**src/rtl/addsub_pkg.sv**
```systemverilog
package addsub_pkg;

    typedef enum logic [1:0] {
        OP_IDLE = 2'b00,
        OP_ADD  = 2'b01,
        OP_SUB  = 2'b10,
        OP_BAD  = 2'b11
    } op_e;

    typedef struct packed {
        logic carry;
        logic ovf;
        logic err;
    } flags_t;

    localparam flags_t FLAGS_CLEAR = '{carry: 1'b0, ovf: 1'b0, err: 1'b0};

    function automatic op_e classify(input logic add_req, input logic sub_req);
        op_e r;
        case ({sub_req, add_req})
            2'b01:   r = OP_ADD;
            2'b10:   r = OP_SUB;
            2'b11:   r = OP_BAD;
            default: r = OP_IDLE;
        endcase
        return r;
    endfunction

    // returns {carry, sum} of a one-bit full adder
    function automatic logic [1:0] full_add(input logic x, input logic y, input logic ci);
        logic s;
        logic co;
        s  = x ^ y ^ ci;
        co = (x & y) | (ci & (x ^ y));
        return {co, s};
    endfunction

endpackage

```
**src/rtl/addsub_decode.sv**
```systemverilog
module addsub_decode
    import addsub_pkg::*;
(
    input  logic add_en,
    input  logic sub_en,
    output op_e  op,
    output logic invert_b,
    output logic carry_in
);
    always_comb begin
        op       = classify(add_en, sub_en);
        invert_b = (op == OP_SUB);
        carry_in = (op == OP_SUB);
    end
endmodule

```
**src/rtl/addsub_ripple.sv**
```systemverilog
module addsub_ripple
    import addsub_pkg::*;
#(
    parameter int WIDTH = 4
) (
    input  logic [WIDTH-1:0] x,
    input  logic [WIDTH-1:0] y,
    input  logic             cin,
    output logic [WIDTH-1:0] sum,
    output logic             cout,
    output logic             c_into_msb
);
    localparam int MSB = WIDTH - 1;

    logic [WIDTH:0] chain;

    assign chain[0] = cin;

    for (genvar i = 0; i < WIDTH; i++) begin : g_cell
        logic [1:0] fa;
        assign fa         = full_add(x[i], y[i], chain[i]);
        assign sum[i]     = fa[0];
        assign chain[i+1] = fa[1];
    end

    assign cout       = chain[WIDTH];
    assign c_into_msb = chain[MSB];
endmodule

```
**src/rtl/addsub_flags.sv**
```systemverilog
module addsub_flags
    import addsub_pkg::*;
#(
    parameter int WIDTH = 4
) (
    input  op_e              op,
    input  logic [WIDTH-1:0] raw_sum,
    input  logic             raw_cout,
    input  logic             raw_cmsb,
    output logic [WIDTH-1:0] result,
    output flags_t           flags
);
    always_comb begin
        result = '0;
        flags  = FLAGS_CLEAR;
        unique case (op)
            OP_ADD, OP_SUB: begin
                result      = raw_sum;
                flags.carry = raw_cout;
                flags.ovf   = raw_cout ^ raw_cmsb;
            end
            OP_BAD: flags.err = 1'b1;
            default: ;
        endcase
    end
endmodule

```
**src/rtl/signed_addsub.sv**
```systemverilog
module signed_addsub
    import addsub_pkg::*;
#(
    parameter int WIDTH      = 4,
    parameter bit REGISTERED = 1'b1
) (
    input  logic             clk,
    input  logic             rst,
    input  logic             add_en,
    input  logic             sub_en,
    input  logic [WIDTH-1:0] a_in,
    input  logic [WIDTH-1:0] b_in,
    output logic [WIDTH-1:0] sum_out,
    output logic             carry_out,
    output logic             ovf_out,
    output logic             err_out
);
    op_e              op;
    logic             invert_b;
    logic             carry_in;
    logic [WIDTH-1:0] b_eff;
    logic [WIDTH-1:0] raw_sum;
    logic             raw_cout;
    logic             raw_cmsb;
    logic [WIDTH-1:0] result_c;
    flags_t           flags_c;

    addsub_decode u_decode (
        .add_en   (add_en),
        .sub_en   (sub_en),
        .op       (op),
        .invert_b (invert_b),
        .carry_in (carry_in)
    );

    assign b_eff = b_in ^ {WIDTH{invert_b}};

    addsub_ripple #(.WIDTH(WIDTH)) u_adder (
        .x          (a_in),
        .y          (b_eff),
        .cin        (carry_in),
        .sum        (raw_sum),
        .cout       (raw_cout),
        .c_into_msb (raw_cmsb)
    );

    addsub_flags #(.WIDTH(WIDTH)) u_flags (
        .op       (op),
        .raw_sum  (raw_sum),
        .raw_cout (raw_cout),
        .raw_cmsb (raw_cmsb),
        .result   (result_c),
        .flags    (flags_c)
    );

    if (REGISTERED) begin : g_reg
        logic [WIDTH-1:0] sum_q;
        flags_t           flags_q;
        always_ff @(posedge clk) begin
            if (rst) begin
                sum_q   <= '0;
                flags_q <= FLAGS_CLEAR;
            end else begin
                sum_q   <= result_c;
                flags_q <= flags_c;
            end
        end
        assign sum_out   = sum_q;
        assign carry_out = flags_q.carry;
        assign ovf_out   = flags_q.ovf;
        assign err_out   = flags_q.err;
    end else begin : g_comb
        assign sum_out   = result_c;
        assign carry_out = flags_c.carry;
        assign ovf_out   = flags_c.ovf;
        assign err_out   = flags_c.err;
    end
endmodule

```
**config.mk**
```make
export PLATFORM = sky130hd
export DESIGN_NAME = signed_addsub
export DESIGN_NICKNAME = d
export VERILOG_FILES = /design/src/rtl/addsub_pkg.sv /design/src/rtl/addsub_decode.sv /design/src/rtl/addsub_ripple.sv /design/src/rtl/addsub_flags.sv /design/src/rtl/signed_addsub.sv
export SDC_FILE = /design/constraint.sdc
export NUM_CORES = 1
export LEC_CHECK = 0
export ABC_AREA = 1
export BUFFER_PORTS_ARGS = -buffer_cell sky130_fd_sc_hd__buf_2
export CORE_AREA = 3 3 40 42
export CTS_CLUSTER_DIAMETER = 80
export DETAILED_ROUTE_END_ITERATION = 10
export DIE_AREA = 0 0 43 45
export MAX_ROUTING_LAYER = met4
export PLACE_DENSITY = 0.62
export RECOVER_POWER = 100
export SYNTH_ARGS = -nofsm -noshare
export SYNTH_HDL_FRONTEND = slang
export SYNTH_SLANG_ARGS = --single-unit
```
**constraint.sdc**
```tcl
create_clock -name clk -period 2 [get_ports clk]
set_input_delay 0.1 -clock clk [delete_from_list [all_inputs] [get_ports clk]]
set_output_delay 0.1 -clock clk [all_outputs]
set_load 0.05 [all_outputs]
```
==> results of run 1 <==
per-stage QoR:
stage,power [mW],setup slack [ps]
4_1_cts,0.403,204
5_1_grt,0.422,9.78
3_5_place_dp,0.276,-58.7
6_report,0.391,206
2_1_floorplan,0.243,130
3_3_place_gp,0.274,-33.0
power groups by stage:
| stage | Combinational, mW | Clock (mW) | Sequential [mW] |
|---|---|---|---|
| 2_1_floorplan | 0.0440 | 0 | 0.199 |
| 3_3_place_gp | 0.118 | 0 | 0.156 |
| 3_5_place_dp | 0.119 | 0 | 0.157 |
| 4_1_cts | 0.120 | 0.129 | 0.154 |
| 5_1_grt | 0.132 | 0.135 | 0.155 |
| 6_report | 0.114 | 0.122 | 0.154 |
cell families after synthesis:
kind of cell    count (synthesis)  share of synthesized area
fa+ha+maj                       5                      0.242
xor+xnor                        3                     0.0747
compound gates                  3                     0.0498
flops                           7                      0.399
simple gates                   10                      0.107
buf+inv                        12                      0.128
metal layers:
layer	track usage	part of all wire	wire length [um]
met1	0.0882	0.35	209
met2	0.114	0.49	294
met3	0.0159	0.082	49
met4	0.145	0.075	45
met5	-	0	0
cell usage in the layout, fill, tap and decap left out:
cell,n
dfxtp_1,7
clkbuf_1,8
inv_1,12
clkbuf_4,3
buf_4,1
nand2_1,5
a21oi_1,2
xor2_1,2
ha_1,2
o21a_1,1
xnor2_1,1
fa_1,3
buf_2,11
nor2_1,5
registers in the layout (all words and copies together) (netlist names):
register	cells
ovf_out	1
err_out	1
carry_out	1
sum_out	4
synthesized netlist by cell type:
master	count	area [um^2]
xnor2_1	1	8.76
fa_1	3	60.1
ha_1	2	25.0
xor2_1	2	17.5
nor2_1	5	18.8
nand2_1	5	18.8
inv_1	12	45.0
o21a_1	1	7.51
dfxtp_1	7	140
a21oi_1	2	10.0
layout make-up:
class / instances / area, um^2 / area share
well taps: 15 / 18.8 / 0.0387
repair buffers: 19 / 88.8 / 0.183
flip-flops and latches: 7 / 140 / 0.289
clock buffers: 4 / 26.3 / 0.0541
inverters: 12 / 45.0 / 0.0928
multi-input cells: 21 / 166 / 0.343
worst paths after layout:
path | startpoint | end | slack (ps) | cells past startpoint
max | add_en | ovf_out | 210 | 12
min | rst | err_out | 20 | 2
==> metrics.md, run 1 <==
| Metric | Value |
|---|---|
| RSZ-0062 raised after global routing | `no` |
| Critical path type | `input pin to flip-flop` |
| Synth Cell Area | `between 300 and 400 um^2` |
| Count of final hold-check violations | `0` |
| # fillers | `around 150` |
| WL final | `599 um` |
| Final Max Slew Viols | `0` |
| Die area | `1940 um^2` |
| Initial antenna violation count | `0` |
| Crit-path max FO | `3` |
| Starting Density | `0.274` |
| Mean routed wirelength per cell | `7.68 um` |
| Combinational Power Share | `0.293` |
| Critical path startpoint category | `input pin` |
| Clk buf depth | `2` |
| Drt drc | `0` |
| Clock-pin slew on the worst setup and hold paths | `50 ps` |
| CP top delay family | `adder cells` |
| Slowest CP cell | `fa_1` |
| Clock power frac | `0.312` |
| CP most frequent cell | `inv_1` |
| Max Cap Violations | `0` |
| Die Ht | `approximately 45 um` |
| TNS Setup | `0 ps` |
| Status | `complete, no violations` |
| Hold_ws | `about 24 ps` |
| Via count | `308` |
| Grt ovf | `0` |
| FP Rows | `13` |
| Crit share post-route | `0.897` |
| CTS buffer count | `3` |
| Share of cells above drive strength 1 | `0.238` |
| Final Util | `0.378` |
| First-pass GRT wire length | `1100 um` |
| Register share of total power | `0.395` |
| Finish-stage setup viols | `0` |
| Worst-margin pin slew | `595 ps` |
| Crit end category | `flip-flop` |
| Pwr/cell area | `805 nW/um^2` |
| Largest net degree at the start of global routing | `7` |
| Library cells used by synthesis | `10` |
| I/O pin cnt | `19` |
| Crit path cell chain | `buf_2 -> inv_1 -> ha_1 -> xor2_1 -> fa_1 -> inv_1 -> fa_1 -> inv_1 -> fa_1 -> inv_1 -> nand2_1 -> a21oi_1` |
| Post-Layout Cell Count | `78` |
| Non-Filler Cell Area, Final | `485 um^2` |
| Largest stage delay, worst path | `roughly 380 ps` |
| Syn Inst Count | `40` |
| Syn_area_per_cell | `8.79 um^2` |
| Type of the worst min-delay path | `input pin to flip-flop` |
| P&R area growth vs syn | `38.1%` |
| Number of synthesized register bits | `7` |
| P_int | `262 uW` |
| Period minus WS final | `1790 ps` |
| # hold bufs at CTS | `0` |
| Placed cell count | `74` |
| Antenna-violating nets left | `0` |
| Final net count | `about 80` |
| Post-DP HPWL | `505 um` |
| Core box area | `1280 um^2` |
| CTS tree | `built` |
| Drt pass-1 iters | `2` |
| Net Sw Power | `approximately 130 uW` |
| Cell area after placement | `468 um^2` |
| Worst ir drop on vdd | `171 uV` |
| Total clock sinks | `7` |
| DR vias/cell | `3.95` |
| Switching part of the total | `0.329` |
| H-tree depth | `1` |
| WP data arrival | `1970 ps` |
| GRT Util Overall | `0.0880` |
| IO Port Bufs | `18` |
| Worst slew margin | `0.605` |
| Crit path buffers/inverters | `5` |
| Final Wtd Congestion | `0.735` |
| 1st-iter DRT viols | `1` |
| Die W | `43 um` |
| Worst path required time | `between 2000 and 2500 ps` |
| FMAX | `~0.56 GHz` |
| Pleak | `0.267 nW` |
| Root Buffer | `clkbuf_4` |
| Post-cts repair resize count | `0` |
| Register area share after synthesis | `0.399` |
| Synth warn | `0` |
| Antenna cells | `0` |
| Vias in the first global route | `~280` |
| Post-CTS Setup Bufs | `0` |
| Syn_nets | `57` |
No activity file was read; power rests on OpenSTA's default activity.
==> inputs of run 2 (changes only) <==
- ABC_AREA: 1 -> not set
- CAP_MARGIN: not set -> 20
- PLACE_DENSITY: 0.62 -> 0.59
- clock period: 2 -> 2.3 ns (I/O delays scaled with it)
==> run 2 against run 1 <==
  * Global-route usage is 1.8 points lower
  * Highest routed layer is now met3
  * First-iteration DRC count is 100% lower
  * Core utilization is 0.97 points lower
  * Largest cell class unchanged
  * Critical path depth is 1 lower
  * Largest power group unchanged
==> metrics.md, run 2 <==
| Metric | Value |
|---|---|
| Post-CTS Setup Bufs | `0` |
| Die area | `1940 um^2` |
| Synth area leaders | `dfxtp_1 41%, fa_1 17%, xor2_1 7.6%, ha_1 7.2%, and2_1 5.4%` |
| Share of cells above drive strength 1 | `0.283` |
| P&R area growth vs syn | `37.0%` |
| WL final | `roughly 580 um` |
| Synth Area in Simple Gates | `0.145` |
| Die Ht | `45 um` |
| Most frequent cells in the layout | `10 x buf_2, 9 x clkbuf_1, 7 x dfxtp_1, 4 x inv_1` |
| Core box area | `between 1000 and 1500 um^2` |
| Pleak | `around 0.23 nW` |
| Max Cap Violations | `0` |
| P_int | `231 uW` |
| Count of final hold-check violations | `0` |
| Yosys top cell area share | `0.406` |
| CTS buffer count | `3` |
| Main synth FF type | `dfxtp_1` |
| Final net count | `around 70` |
| Syn Inst Count | `30` |
| Top cell type by total area after synthesis | `dfxtp_1` |
| Crit end category | `flip-flop` |
| XOR/XNOR share of the synthesized area | `0.127` |
| Pre-CTS worst setup slack | `72.0 ps` |
| Vias in the first global route | `235` |
| Largest register FFs | `4` |
| Total clock sinks | `7` |
| Die W | `43 um` |
| Post-layout worst setup margin | `around 320 ps` |
| Clock power frac | `0.308` |
| First-pass GRT wire length | `917 um` |
| Synth warn | `0` |
| DR vias/cell | `between 3 and 4` |
| Root Buffer | `clkbuf_4` |
| H-tree depth | `1` |
| Register share of total power | `0.397` |
| Commonest non-fill, non-tap cell in the layout | `buf_2` |
| Worst ir drop on vdd | `171 uV` |
| Total power | `about 340 uW` |
| WP data arrival | `2150 ps` |
| WHS Path Cells | `2` |
| 1st-iter DRT viols | `0` |
| CTS tree | `built` |
| Largest family of logic cells by synthesized area | `adder cells` |
| Crit share post-route | `0.861` |
| Status | `complete, no violations` |
| EDFF count, synth | `0` |
| Hold_ws | `97.4 ps` |
| # fillers | `approximately 150` |
| Type of the worst min-delay path | `input pin to flip-flop` |
| Switching part of the total | `0.322` |
| TNS Setup | `0 ps` |
| Antenna cells | `0` |
| I/O pin cnt | `19` |
| Grt ovf | `0` |
| Placed cell count | `64` |
| Compound-Gate Fraction of Synth Area | `0` |
| Final Max Slew Viols | `0` |
| FP Rows | `13` |
| Critical path startpoint category | `input pin` |
| Storage cell area | `140 um^2` |
| Net Sw Power | `110 uW` |
| Synth top cells by count | `7 x dfxtp_1, 4 x inv_1, 3 x and2_1, 3 x fa_1, 3 x xor2_1` |
| Post-Layout Cell Count | `68` |
| # hold bufs at CTS | `0` |
| Mux contribution to synthesized area | `0.0326` |
| Mean routed wirelength per cell | `about 8.5 um` |
| Antenna-violating nets left | `0` |
| Via count | `259` |
| Clk buf depth | `2` |
| GRT Util Overall | `0.0700` |
| Crit-path max FO | `3` |
| Worst-margin pin slew | `598 ps` |
| Count leader, synth | `dfxtp_1` |
| Post-cts repair resize count | `0` |
| Combinational Power Share | `0.295` |
| Period minus WS final | `1980 ps` |
| Library cells used by synthesis | `12` |
| Starting Density | `0.269` |
| IO Port Bufs | `18` |
| Synth Cell Area | `345 um^2` |
| Clock-pin slew on the worst setup and hold paths | `50 ps` |
| Largest net degree at the start of global routing | `6` |
| Initial antenna violation count | `0` |
| Critical path type | `input pin to flip-flop` |
| Final Wtd Congestion | `0.627` |
| Finish-stage setup viols | `0` |
| FMAX | `0.505 GHz` |
| Syn_nets | `47` |
| Register area share after synthesis | `0.406` |
| Worst slew margin | `0.603` |
| RSZ-0062 raised after global routing | `no` |
| Drt pass-1 iters | `1` |
| Pwr/cell area | `720 nW/um^2` |
| Post-synth ARST share | `0` |
| Drt drc | `0` |
| Number of synthesized register bits | `7` |
| Adder-Cell Fraction of Synth Area | `0.246` |
| Multi-input gate area | `185 um^2` |
| Worst path required time | `2460 ps` |
| Syn_area_per_cell | `11.5 um^2` |
[run 2: cell types whose count changed in the layout (fill, tap and decap cells not counted), sizes merged, moves of 2 or more]
| cell | previous run | this run |
|---|---|---|
| nor3 | 0 | 3 |
| nand2 | 5 | 0 |
| a21oi | 2 | 0 |
| nor2 | 5 | 1 |
| inv | 12 | 4 |
| and2 | 0 | 3 |
[run 2: metrics by stage]
stage / cell area [um^2] / util
floorplan: 345 / -
global placement: 462 / 0.359
detailed placement: 462 / 0.359
CTS: 488 / 0.380
global route: 473 / 0.368
finish: 473 / 0.368
[run 2: final cells by class]
type	count	area share
Inverter	4	0.0317
Tap cell	15	0.0397
Multi-Input combinational cell	19	0.392
Clock buffer	4	0.0556
Sequential cell	7	0.296
Timing Repair Buffer	19	0.185
[run 2: critical path: stages]
cell and delay [ps]:
clkbuf_1 90, inv_1 50, ha_1 230, mux2_2 290, fa_1 350, inv_1 80
fa_1 210, inv_1 60, fa_1 390, xor2_1 170, nor3_1 110
[run 2: final timing paths]
kind,start,to,slack (ps)
hold / removal,rst,ovf_out,100
setup / recovery,add_en,ovf_out,320
[run 2: logic make-up (layout without fill, tap and decap cells)]
logic type / count (synthesis) / in the layout
multiplexers: 1 / 1
AND/OR/NAND/NOR: 8 / 8
buffers and inverters: 4 / 27
flip-flops: 7 / 7
adder cells (fa/ha/maj): 5 / 5
XOR/XNOR: 5 / 5
[run 2: per-layer routing]
layer  global-route usage  wire length [um]  vias up
li1                     -                 -      136
met1               0.0936               238      108
met2               0.0808               256       15
met3               0.0279                87        0
met4               0.0542                 0        0
met5                    -                 0        -
[run 2: power groups by stage]
stage | logic [mW] | clock network, mW | registers, mW
2_1_floorplan | 0.0370 | 0 | 0.176
3_3_place_gp | 0.106 | 0 | 0.137
3_5_place_dp | 0.107 | 0 | 0.137
4_1_cts | 0.107 | 0.109 | 0.135
5_1_grt | 0.111 | 0.118 | 0.136
6_report | 0.101 | 0.105 | 0.135
==> inputs of run 3 (changes only) <==
- CTS_BUF_LIST: not set -> sky130_fd_sc_hd__clkbuf_2 sky130_fd_sc_hd__clkbuf_4 sky130_fd_sc_hd__clkbuf_8
- RECOVER_POWER: 100 -> not set
==> run 3 against run 2 <==
  * Sequential cell count stayed put
  * Highest routed layer unchanged
  * Routed wire length is 1.2% lower
  * Sequential power hardly changed
  * Die area stayed put
  * Cell count stayed put
  * Combinational power is 4% higher
  * Total power is 4.8% higher
  * Core utilization is 1.5 points higher
  * Global-route usage stayed put
  * First-iteration DRC count is 3 higher
  * Via count is 0.39% lower
  * Worst hold slack worse by 1.5 ps
  * Critical endpoint unchanged
==> metrics.md, run 3 (synthesis gave the netlist of run 2 again) <==
| Metric | Value |
|---|---|
| Hold Crit Start | `rst` |
| RSZ-0062 raised after global routing | `no` |
| Post-layout worst setup margin | `333 ps` |
| Grt ovf | `0` |
| Die W | `43 um` |
| Max Cap Violations | `0` |
| Count of final hold-check violations | `0` |
| Status | `complete, no violations` |
| FP Rows | `13` |
| Worst-margin pin slew | `250 ps` |
| 1st-iter DRT viols | `3` |
| H-tree depth | `1` |
| Worst ir drop on vdd | `176 uV` |
| # hold bufs at CTS | `0` |
| CTS buffer count | `3` |
| Crit-path max FO | `3` |
| Period minus WS final | `1970 ps` |
| Finish-stage setup viols | `0` |
| Post-cts repair resize count | `0` |
| Pre-CTS worst setup slack | `a little over 70 ps` |
| Crit path buffers/inverters | `4` |
| Vias in the first global route | `roughly 240` |
| Pleak | `0.263 nW` |
| Hold Crit Endpoint | `sum_out[0]` |
| TNS Setup | `0 ps` |
| Drt drc | `0` |
| Worst slew margin | `0.834` |
| Largest register FFs | `4` |
| Crit share post-route | `0.855` |
| Final net count | `71` |
| Clock-pin slew on the worst setup and hold paths | `50 ps` |
| CTS tree | `built` |
| Drt pass-1 iters | `4` |
| Crit path cell chain | `buf_2 -> inv_1 -> ha_1 -> mux2_2 -> fa_1 -> inv_1 -> fa_1 -> inv_1 -> fa_1 -> xor2_1 -> nor3_1` |
| Antenna cells | `0` |
| Final Wtd Congestion | `0.627` |
| Crit end category | `flip-flop` |
| Core box area | `around 1300 um^2` |
| Share of cells above drive strength 1 | `0.472` |
| Root Buffer | `clkbuf_4` |
| Commonest non-fill, non-tap cell in the layout | `buf_2` |
| I/O pin cnt | `19` |
| Most frequent cells in the layout | `18 x buf_2, 7 x dfxtp_1, 4 x inv_1, 4 x clkbuf_4` |
| Via count | `258` |
| Critical path type | `input pin to flip-flop` |
| Pwr/cell area | `726 nW/um^2` |
| Hold_ws | `around 96 ps` |
| WP data arrival | `2130 ps` |
| Largest net degree at the start of global routing | `6` |
| Mean routed wirelength per cell | `8.44 um` |
| Clk buf depth | `2` |
| Die area | `between 1500 and 2000 um^2` |
| P&R area growth vs syn | `42.4%` |
| Antenna-violating nets left | `0` |
| Largest stage delay, worst path | `390 ps` |
| Initial antenna violation count | `0` |
| DR vias/cell | `3.79` |
| Slowest CP cell | `fa_1` |
| WL final | `574 um` |
| IO Port Bufs | `18` |
| Type of the worst min-delay path | `input pin to flip-flop` |
| WHS Path Cells | `2` |
| Worst path required time | `2460 ps` |
| CP top delay family | `adder cells` |
| Total clock sinks | `7` |
| Starting Density | `0.269` |
| Die Ht | `~45 um` |
| First-pass GRT wire length | `between 900 and 1000 um` |
| Post-CTS Setup Bufs | `0` |
| Final Util | `0.383` |
| FMAX | `0.509 GHz` |
| GRT Util Overall | `0.0700` |
| Critical path startpoint category | `input pin` |
| CP Launch Point | `add_en` |
| Final Max Slew Viols | `0` |
==> run 3: cell types whose count changed in the layout (fill, tap and decap cells not counted) <==
| cell | change |
|---|---|
| and2_0 | -2 |
| and2_1 | +2 |
| buf_2 | +8 |
| clkbuf_1 | -9 |
| clkbuf_4 | +1 |
| nor3_1 | -1 |
| nor3_2 | +1 |
==> run 3: per-layer routing <==
layer  GRT usage  share of wire
met5           -              0
met4      0.0542              0
met3      0.0279           0.15
met2      0.0808           0.45
met1      0.0936           0.41
==> run 3: area by class of cell <==
type | instances | area (um^2)
inverters | 4 | 15.0
flip-flops and latches | 7 | 140
fillers | 142 | 793
repair buffers | 19 | 97.6
well taps | 15 | 18.8
multi-input cells | 19 | 190
clock buffers | 4 | 30.0
==> run 3: worst max-delay path by stage <==
| stage | slack, ps | end | depth (start not counted) |
|---|---|---|---|
| 2_1_floorplan | 270 | ovf_out | 10 |
| 5_1_grt | 210 | ovf_out | 11 |
| 6_report | 330 | ovf_out | 11 |
| 3_3_place_gp | 80 | ovf_out | 11 |
| 3_5_place_dp | 70 | ovf_out | 11 |
| 4_1_cts | 320 | ovf_out | 11 |
==> run 3: metrics by stage <==
| step | total power, mW | cells | area [um^2] |
|---|---|---|---|
| 2_1_floorplan | 0.213 | 30 | 345 |
| 3_3_place_gp | 0.243 | 64 | 462 |
| 3_5_place_dp | 0.244 | 64 | 462 |
| 4_1_cts | 0.363 | 68 | 492 |
| 5_1_grt | 0.381 | 68 | 492 |
| 6_report | 0.357 | 68 | 492 |
==> run 3: power breakdown <==
group / switching [mW] / total [mW] / leakage, nW / internal [mW]
Combinational: 0.0688 / 0.105 / 0.187 / 0.0363
Sequential: 0.00216 / 0.135 / 0.0575 / 0.132
Clock: 0.0396 / 0.117 / 0.0184 / 0.0776
